$ cat src/rtl/nt_chr_subst_pkg.sv
package nt_chr_subst_pkg;

  typedef struct packed {
    logic tall;    // page-bit substitution
    logic bitmap;  // plane-bit substitution, qualified by tall
    logic spr_hi;  // sprite fetches forced to upper page, qualified by tall
  } subst_ctl_t;

  // Value driven onto the page-select bit of the character address.
  function automatic logic pick_tile_bit(logic raw, logic kept, logic rd,
                                         subst_ctl_t c, logic spr);
    if (!rd || !c.tall) return raw;
    if (spr && c.spr_hi) return 1'b1;
    return kept;
  endfunction

  // Value driven onto the plane-select bit of the character address.
  function automatic logic pick_plane_bit(logic raw, logic kept, logic rd,
                                          subst_ctl_t c);
    return (rd && c.tall && c.bitmap) ? kept : raw;
  endfunction

endpackage

$ cat src/rtl/nt_addr_snoop.sv
module nt_addr_snoop (
  input  logic clk,
  input  logic rst_n,
  input  logic rd,
  input  logic nt_sel,
  input  logic region_bit,
  input  logic src_hi,
  input  logic src_lo,
  output logic kept_hi,
  output logic kept_lo,
  output logic capture
);

  assign capture = rd && nt_sel && region_bit;

  always_ff @(posedge clk or negedge rst_n) begin
    if (!rst_n) begin
      kept_hi <= 1'b0;
      kept_lo <= 1'b0;
    end else if (capture) begin
      kept_hi <= src_hi;
      kept_lo <= src_lo;
    end
  end

endmodule

$ cat src/rtl/chr_addr_mux.sv
module chr_addr_mux
  import nt_chr_subst_pkg::*;
#(
  parameter int CHR_AW    = 13,
  parameter int TILE_BIT  = 12,
  parameter int PLANE_BIT = 3
) (
  input  logic [CHR_AW-1:0] raw,
  input  logic              rd,
  input  logic              spr,
  input  subst_ctl_t        ctl,
  input  logic              kept_hi,
  input  logic              kept_lo,
  output logic [CHR_AW-1:0] addr_out
);

  for (genvar g = 0; g < CHR_AW; g++) begin : g_bit
    if (g == TILE_BIT) begin : g_tile
      assign addr_out[g] = pick_tile_bit(raw[g], kept_hi, rd, ctl, spr);
    end else if (g == PLANE_BIT) begin : g_plane
      assign addr_out[g] = pick_plane_bit(raw[g], kept_lo, rd, ctl);
    end else begin : g_pass
      assign addr_out[g] = raw[g];
    end
  end

endmodule

$ cat src/rtl/nt_chr_subst.sv
module nt_chr_subst
  import nt_chr_subst_pkg::*;
#(
  parameter int PPU_AW    = 14,
  parameter int CHR_AW    = 13,
  parameter int TILE_BIT  = 12,
  parameter int PLANE_BIT = 3,
  parameter int NT_HI_BIT = 9,
  parameter int NT_LO_BIT = 0
) (
  input  logic              clk,
  input  logic              rst_n,
  input  logic [PPU_AW-1:0] ppu_addr,
  input  logic              ppu_rd,
  input  logic              nt_sel,
  input  logic              spr_fetch,
  input  logic              tall_mode,
  input  logic              bitmap_mode,
  input  logic              spr_upper,
  output logic [CHR_AW-1:0] chr_addr
);

  localparam int REGION_BIT = PPU_AW - 1;

  logic       kept_hi;
  logic       kept_lo;
  logic       capture;
  subst_ctl_t ctl;

  assign ctl = '{tall: tall_mode, bitmap: bitmap_mode, spr_hi: spr_upper};

  nt_addr_snoop u_snoop (
    .clk       (clk),
    .rst_n     (rst_n),
    .rd        (ppu_rd),
    .nt_sel    (nt_sel),
    .region_bit(ppu_addr[REGION_BIT]),
    .src_hi    (ppu_addr[NT_HI_BIT]),
    .src_lo    (ppu_addr[NT_LO_BIT]),
    .kept_hi   (kept_hi),
    .kept_lo   (kept_lo),
    .capture   (capture)
  );

  chr_addr_mux #(
    .CHR_AW   (CHR_AW),
    .TILE_BIT (TILE_BIT),
    .PLANE_BIT(PLANE_BIT)
  ) u_mux (
    .raw     (ppu_addr[CHR_AW-1:0]),
    .rd      (ppu_rd),
    .spr     (spr_fetch),
    .ctl     (ctl),
    .kept_hi (kept_hi),
    .kept_lo (kept_lo),
    .addr_out(chr_addr)
  );

endmodule

$ cat config.mk
export PLATFORM = sky130hd
export DESIGN_NAME = nt_chr_subst
export DESIGN_NICKNAME = d
export VERILOG_FILES = /design/src/rtl/nt_chr_subst_pkg.sv /design/src/rtl/nt_addr_snoop.sv /design/src/rtl/chr_addr_mux.sv /design/src/rtl/nt_chr_subst.sv
export SDC_FILE = /design/constraint.sdc
export NUM_CORES = 1
export LEC_CHECK = 0
export ABC_AREA = 1
export BUFFER_PORTS_ARGS = -buffer_cell sky130_fd_sc_hd__buf_4
export CAP_MARGIN = 20
export CELL_PAD_IN_SITES_DETAIL_PLACEMENT = 1
export CELL_PAD_IN_SITES_GLOBAL_PLACEMENT = 2
export CORE_MARGIN = 3
export CORE_UTILIZATION = 10
export DETAILED_ROUTE_END_ITERATION = 8
export GPL_ROUTABILITY_DRIVEN = 0
export HOLD_SLACK_MARGIN = 0.12
export PLACE_DENSITY_LB_ADDON = 0.1
export SYNTH_ARGS = -nofsm -noshare
export SYNTH_HDL_FRONTEND = slang
export SYNTH_HIERARCHICAL = 1
export SYNTH_SLANG_ARGS = --single-unit
$ cat constraint.sdc
create_clock -name clk -period 0.8 [get_ports clk]
set_input_delay 0.04 -clock clk [delete_from_list [all_inputs] [get_ports clk]]
set_output_delay 0.04 -clock clk [all_outputs]
set_load 0.02 [all_outputs]
== Word level (Yosys, flattened, before mapping) ==
Cells that the tools add are included.
W data, S select, Z words.

* Bits in registers: 2

* Reduce and logical (&&, ||, !) cells: 8
* Mux-type cells: 8

{| class="wikitable"
|+ Operator list
! kind !! number
|-
| $mux W1 || 8
|-
| $logic_and A1 B1 Y1 || 5
|-
| $logic_not A1 Y1 || 2
|-
| $logic_or A1 B1 Y1 || 1
|}

== Logic depth before layout (Yosys ltp) ==
Gate-level depths: netlist of run 1.

* Word-level depth: 6
* Mapped depth: 4
* Depth with buffers taken out: 4

== Modules after synthesis ==
The synthesis of run 1 kept the hierarchy.

{| class="wikitable"
|+ Modules (own cells, without submodules)
! module !! cells an instance !! area an instance (um2) !! times used
|-
| chr_addr_mux || 23 || 138.9 || 1
|-
| nt_addr_snoop || 10 || 91.3 || 1
|}

== Worst setup path after synthesis of run 1 ==
OpenSTA, ideal clock, no wires.

* Path type: register to output
* Start: reg u_snoop.kept_hi
* End: out chr_addr[12]
* Path buffers: 0
* Data arrival time: 0.652 ns
* Stages on the path, launching flop included: 5
* Slack: 0.108 ns
* Path through: dfrtp_1 > inv_1 > nand2_4 > nand2_1 > nand2_1

* Longest elaborated chain between the ends: 2

{| class="wikitable"
|+ Ends and longest elaborated chain
! what !! line !! text
|-
| start: declaration || nt_addr_snoop.sv:9 || <nowiki>output logic kept_hi,</nowiki>
|-
| start signal: assignment || nt_addr_snoop.sv:21 || <nowiki>kept_hi <= src_hi;</nowiki>
|-
| $mux W1 || nt_chr_subst_pkg.sv:14 || <nowiki>return kept;</nowiki>
|-
| $mux W1 || nt_chr_subst_pkg.sv:13 || <nowiki>if (spr && c.spr_hi) return 1'b1;</nowiki>
|-
| end: declaration || nt_chr_subst.sv:20 || <nowiki>output logic [CHR_AW-1:0] chr_addr</nowiki>
|}

No other way between the ends.

== Worst setup path in the final report of run 1 ==
Same ends and word-level chain as after synthesis.

==> results of run 1 <==
stage by stage:
| stage | utilization, % | std cells | area [µm²] | setup TNS [ps] | hold slack [ps] |
|---|---|---|---|---|---|
| after detailed placement | 14.6 | 64 | 298 | -0.566 | -177 |
| after global routing | 24.4 | 83 | 499 | -377 | 132 |
| final | 24.4 | 83 | 499 | -284 | 126 |
| after global placement | 14.6 | 64 | 298 | 0 | -177 |
| after floorplan | - | 32 | 226 | 0 | -256 |
| after CTS | 23.8 | 83 | 485 | -334 | 124 |
final cells by class:
class | count | area share (%)
sequential | 2 | 10.0
tap | 27 | 6.77
inverter | 2 | 1.50
multi-input combinational | 17 | 18.3
clock buffer | 3 | 4.51
timing repair buffer | 32 | 58.9
power by group through the flow:
stage / sequential [mW] / combinational (mW) / clock (mW)
4_1_cts: 0.131 / 0.261 / 0.236
3_3_place_gp: 0.131 / 0.146 / 0
6_report: 0.130 / 0.264 / 0.220
2_1_floorplan: 0.125 / 0.137 / 0
3_5_place_dp: 0.131 / 0.148 / 0
5_1_grt: 0.131 / 0.284 / 0.246
sequential cells by signal (all words and copies together) (netlist names):
register         flops
u_snoop/kept_lo      1
u_snoop/kept_hi      1
routing by layer:
layer	up-vias	part of all wire (%)
met1	125	31
met4	0	5.0
met5	-	0
met2	25	55
li1	139	-
met3	4	8.9
critical path: cells and delay by family, from the launching register on:
kind | cells | cell delay, ps
buf+inv | 2 | 190
flops | 1 | 380
simple gates | 3 | 140
path summary, 6_finish.rpt:
check                           startpoint  slack (ps)              end
setup / recovery           u_snoop/kept_hi        -170     chr_addr[12]
hold reg to reg            u_snoop/kept_lo         500  u_snoop/kept_lo
hold / removal                      ppu_rd         130  u_snoop/kept_lo
min in group asynchronous            rst_n         160  u_snoop/kept_hi
max in group asynchronous            rst_n         560  u_snoop/kept_lo
setup reg to reg           u_snoop/kept_hi          70  u_snoop/kept_hi
cell usage in the layout, fill, tap and decap left out, drive strengths merged:
cell type / n
nand3: 2
nand2: 12
clkbuf: 3
nand4: 3
inv: 2
buf: 17
dlygate4sd3: 13
dlymetal6s4s: 2
dfrtp: 2
timing repair:
item,CTS,global route
pin swaps,1,2
gates cloned,0,0
hold buffers,15,0
buffers inserted,1,0
hold endpoints to repair,13,0
resized for setup,3,5
endpoints found under the setup margin,2,4
==> qor.yml, run 1 <==
die:
  ios: 35
  die-width_um: 53.6
  core_area_mm2: 0.00204
  dieArea_mm2: 0.00287
  std_cell_rows: 16
  die_h_um: 53.6
  start_util_pct: 11.1
cts:
  cts.sinks: 2
  cts_tree: "done"
  clockBufferDepth: 2
  htree_num_levels: 1
  cts-root-buf: "clkbuf_4"
  clk_pin_slew_ps: 30
  cts_buffers: 3
  clk_latency_ps: 220
sta:
  period_minus_slack_ps: 970
  rsz0062_at_grt: "true"
  report.final.slew_viol_count: 0
  setup_viol: 2
  max_freq_mhz: 1030
  clock_skew_ps: 0
  setup_ws_ps: -170
  hold_viol: 0
  period_share_pct: 121
  worst_pin_slew_ps: 223
  maxSlewHeadroom_pct: 85.1
power_and_ir_drop:
  pwr-share-seq_pct: 21.2
  p_leak_nw: 0.263
  p_sw_mw: 0.186
  clkPwrFrac_pct: 35.8
  cellInternalPower_mw: 0.428
  p_comb_share_pct: 43.0
  power_density_mw_per_mm2: 1230
  switching_share_pct: 30.3
  ir_worst_vdd_mv: 0.247
  finalPower_mw: 0.614
route:
  ant_nets: 0
  vias_per_cell: 3.53
  drc: 0
  drt-total-wl_um: 798
  vias: 293
  drt_iter0_drc: 3
  wl_per_cell_um: 9.61
  drt_first_pass_iters: 4
placement:
  place_ws_ps: -0.566
  port_buffers: 16
  hpwl_um: 544
run_status:
  violations: "negative setup slack"
  outcome: "finished, violations left"
global_route:
  met3_usage_pct: 0.831
  busiest_layer: "met2"
  grtUsageTotal_pct: 6.40
  grt_pass1_vias: 284
  grt_pass1_wl_um: 1160
  antenna_found_initial: 0
  grt_max_degree: 7
  grt_use_met1_pct: 4.83
  grt.overflow.total: 0
  grt_util_met2_pct: 11.8
logic_synthesis:
  synth_nets: 54
  yosysWarningCount: 6
  syn_inst: 32
  synth_area_per_cell_um2: 7.08
  synth_area_um2: 226
worst_setup_path:
  cp_max_fo: 2
  crit_path_frequent_cell: "nand2_2"
  cp-end-kind: "output pin"
  critPathLaunchType: "register"
  cp_slowest_stage_delay_ps: 380
  critical_path_required_ps: 760
  reg2regPathDepth: 3
  crit_type: "reg2out"
  slowest_stage: "dfrtp_1"
  crit_arrival_ps: 930
  crit_chain: "inv_2 -> nand2_4 -> nand2_2 -> nand2_2 -> buf_6"
final_layout:
  n_antenna_cell: 0
  multiInputGateArea_um2: 91.3
  area_growth_pct: 120
  fill_cells: 246
  nets: 80
  regArea_um2: 50.0
  drive_gt1_share_pct: 44.6
job:
  cap_violations: 0
hold_path:
  hold_path_class: "in2reg"
  whs_path_depth: 3
Note: power is estimated with default switching activity, not from simulation.
==> inputs of run 2 (changes only) <==
- ABC_AREA: 1 -> 0
==> run 2 against run 1 <==
Compared with the run above:
- the run still ends with negative setup slack left
- synthesized cell count down 34%
- critical path type unchanged
- combinational power down 2%
- critical path depth fell by 3
- non-clock buffer count shrank 2
- power grew 1.2%
- wire length down 15%
- global-route usage fell by 0.42 points
- via count fell by 24%
- worst setup slack got worse by 64 ps
- sequential power about the same
- worst hold slack got worse by 68 ps
==> qor.yml, run 2 <==
run_status:
  outcome: "finished, violations left"  # unchanged
  violations: "negative setup slack"  # unchanged
route:
  vias_per_cell: 3.28  # was 3.53
  vias: 223  # was 293
  drt_iter0_drc: 0  # was 3
  drc: 0  # unchanged
  drt_first_pass_iters: 1  # was 4
  drt-total-wl_um: 682  # was 798 µm
  ant_nets: 0  # unchanged
  wl_per_cell_um: 10.0  # was 9.61 µm
power_and_ir_drop:
  p_comb_share_pct: 41.7  # was 43.0%
  switching_share_pct: 27.9  # was 30.3%
  power_density_mw_per_mm2: 1400  # was 1230 mW/mm²
  clkPwrFrac_pct: 36.9  # was 35.8%
  ir_worst_vdd_mv: 0.855  # was 0.247 mV
  finalPower_mw: 0.621  # was 0.614 mW
  cellInternalPower_mw: 0.448  # was 0.428 mW
  pwr-share-seq_pct: 21.4  # was 21.2%
  p_sw_mw: 0.173  # was 0.186 mW
  p_leak_nw: 0.209  # was 0.263 nW
sta:
  maxSlewHeadroom_pct: 84.8  # was 85.1%
  setup_viol: 4  # was 2
  worst_pin_slew_ps: 228  # was 223 ps
  rsz0062_at_grt: "true"  # unchanged
  clock_skew_ps: 0  # unchanged
  period_share_pct: 129  # was 121%
  hold_viol: 0  # unchanged
  max_freq_mhz: 966  # was 1030 MHz
  period_minus_slack_ps: 1030  # was 970 ps
  whs_ps: 57.5  # was 126 ps
  report.final.slew_viol_count: 0  # unchanged
  setup_ws_ps: -235  # was -170 ps
global_route:
  grtUsageTotal_pct: 5.97  # was 6.40%
  antenna_found_initial: 0  # unchanged
  grt.overflow.total: 0  # unchanged
  grt_pass1_wl_um: 1080  # was 1160 µm
  grt_pass1_vias: 267  # was 284
  grt_max_degree: 5  # was 7
final_layout:
  layout_common_cells: "buf_4, dlygate4sd3_1, clkbuf_4, mux2_4, dfrtp_1"  # was buf_4, dlygate4sd3_1, nand2_1
  nets: 67  # was 80
  regArea_um2: 50.0  # unchanged
  drive_gt1_share_pct: 60.5  # was 44.6%
  fill_cells: 209  # was 246
  top_regs: "u_snoop/kept_hi x1, u_snoop/kept_lo x1"  # unchanged
  area_growth_pct: 111  # was 120%
  stdcell_area_um2: 444  # was 499 µm²
  utilization_pct: 23.9  # was 24.4%
  multiInputGateArea_um2: 81.3  # was 91.3 µm²
  n_antenna_cell: 0  # unchanged
  layout_commonest_cell: "buf_4"  # unchanged
cts:
  cts_buffers: 3  # unchanged
  clk_pin_slew_ps: 30  # about the same
  cts_hold_buf: 12  # was 15
  clk_latency_ps: 220  # about the same
  cts.sinks: 2  # unchanged
  clockBufferDepth: 2  # unchanged
  cts-root-buf: "clkbuf_4"  # unchanged
  htree_num_levels: 1  # unchanged
  cts_tree: "done"  # unchanged
worst_setup_path:
  rr_endpoint: "u_snoop/kept_hi"  # unchanged
  cp_max_fo: 2  # unchanged
  timing.rr.start: "u_snoop/kept_hi"  # unchanged
  slowest_stage: "dfrtp_1"  # unchanged
  cp-endpoint: "chr_addr[3]"  # was chr_addr[12]
  critical_path_required_ps: 760  # about the same
  crit_chain: "mux2_4 -> buf_6"  # was inv_2 -> nand2_4 -> nand2_2 -> nand2_2 -> buf_6
  crit_family: "flip-flops"  # unchanged
  cp-end-kind: "output pin"  # unchanged
  crit_buf_inv: 1  # was 2
  r2r_setup_slack_ps: -90  # was 70 ps
  crit_type: "reg2out"  # unchanged
  reg2regPathDepth: 2  # was 3
  crit_arrival_ps: 990  # was 930 ps
  critPathLaunchType: "register"  # unchanged
  path_depth: 2  # was 5
  crit_start: "u_snoop/kept_lo"  # was u_snoop/kept_hi
  cp_slowest_stage_delay_ps: 360  # was 380 ps
placement:
  place_ws_ps: -25.2  # was -0.566 ps
  post_dp_cell_area_um2: 279  # was 298 µm²
  port_buffers: 16  # unchanged
logic_synthesis:
  synth_area_per_cell_um2: 10.0  # was 7.08 µm²
  yosysWarningCount: 6  # unchanged
  synth_area_leaders: "buf_4, dfrtp_1, mux2_4, and3_4, a21oi_1"
  synth.most_common_cell: "buf_4"
  synth_common_cells: "buf_4, mux2_4, a21oi_1, dfrtp_1"
  synth_top_area_cell: "buf_4"
  synth_cell_types: 7
  async_reset_ff_share_pct: 100
  synth_seq_cells: 2
  seq_area_frac_synth_pct: 23.8
  synth_area_um2: 210  # was 226 µm²
  synth_flop_cell: "dfrtp_1"
  syn_inst: 21  # was 32
  yosysTopAreaCellShare_pct: 39.3
  synth-edff-count: 0
  synth_nets: 43  # was 54
die:
  core_area_mm2: 0.00186  # was 0.00204 mm²
  ios: 35  # unchanged
  start_util_pct: 11.3  # was 11.1%
  std_cell_rows: 15  # was 16
  die_h_um: 51.8  # was 53.6 µm
  dieArea_mm2: 0.00269  # was 0.00287 mm²
  die-width_um: 51.8  # was 53.6 µm
hold_path:
  hold_path_class: "in2reg"  # unchanged
job:
  cap_violations: 0  # unchanged
==> run 2: cell types whose count changed in the layout (fill, tap and decap cells not counted), moves of 2 or more <==
cell / delta
nand2_1: -9
dlymetal6s4s_1: -2
nand2_2: -2
nand4_1: -3
buf_4: +3
buf_6: -2
mux2_4: +3
==> run 2: final cells by class <==
type	instances	share of cell area, %
flip-flops and latches	2	11.3
well taps	25	7.04
multi-input cells	8	18.3
clock buffers	3	5.07
repair buffers	30	58.3
==> run 2: how the worst min path moves through the flow <==
stage / from / to / slack, ps / cells after the start
3_3_place_gp: rst_n / u_snoop/kept_hi / -170 / 1
2_1_floorplan: rst_n / u_snoop/kept_hi / -260 / 0
4_1_cts: ppu_addr[9] / u_snoop/kept_hi / 50 / 2
5_1_grt: ppu_addr[0] / u_snoop/kept_lo / 50 / 2
6_report: ppu_addr[0] / u_snoop/kept_lo / 60 / 2
3_5_place_dp: rst_n / u_snoop/kept_hi / -170 / 1
==> run 2: metal layers <==
metal | vias up | global-route usage, % | part of all wire, %
met5 | - | 0 | 0
li1 | 105 | - | -
met4 | 0 | 2.62 | 0
met3 | 0 | 5.16 | 17
met1 | 93 | 5.03 | 34
met2 | 25 | 9.83 | 49
==> run 2: kinds of logic after synthesis <==
| logic type | Yosys count | share of synthesized area [%] |
|---|---|---|
| buffers and inverters | 11 | 39.3 |
| AOI/OAI and AO/OA | 3 | 7.74 |
| muxes | 3 | 21.4 |
| DFF | 2 | 23.8 |
| and+or+nand+nor | 2 | 7.74 |
==> run 2: power groups by stage <==
| stage | clock (mW) | combinational [mW] | sequential [mW] |
|---|---|---|---|
| 3_3_place_gp | 0 | 0.148 | 0.133 |
| 3_5_place_dp | 0 | 0.148 | 0.135 |
| 5_1_grt | 0.256 | 0.279 | 0.135 |
| 4_1_cts | 0.240 | 0.264 | 0.133 |
| 6_report | 0.229 | 0.259 | 0.133 |
| 2_1_floorplan | 0 | 0.144 | 0.130 |
==> run 2: worst register-to-register path, cell delays in order (launching register included) <==
cell,delay [ps]
dfrtp_1,380
buf_4,140
mux2_4,250
==> run 2: repair_timing <==
action | CTS | global route
setup endpoints to repair | 2 | 4
endpoints found under the hold margin | 13 | 2
gates resized for setup | 2 | 0
pin swaps | 1 | 0
buffers inserted | 2 | 1
==> run 2: stage by stage <==
stage | setup TNS, ps | instances
floorplan | 0 | 21
global placement | -14.8 | 51
detailed placement | -28.8 | 51
CTS | -616 | 68
global route | -727 | 68
finish | -578 | 68
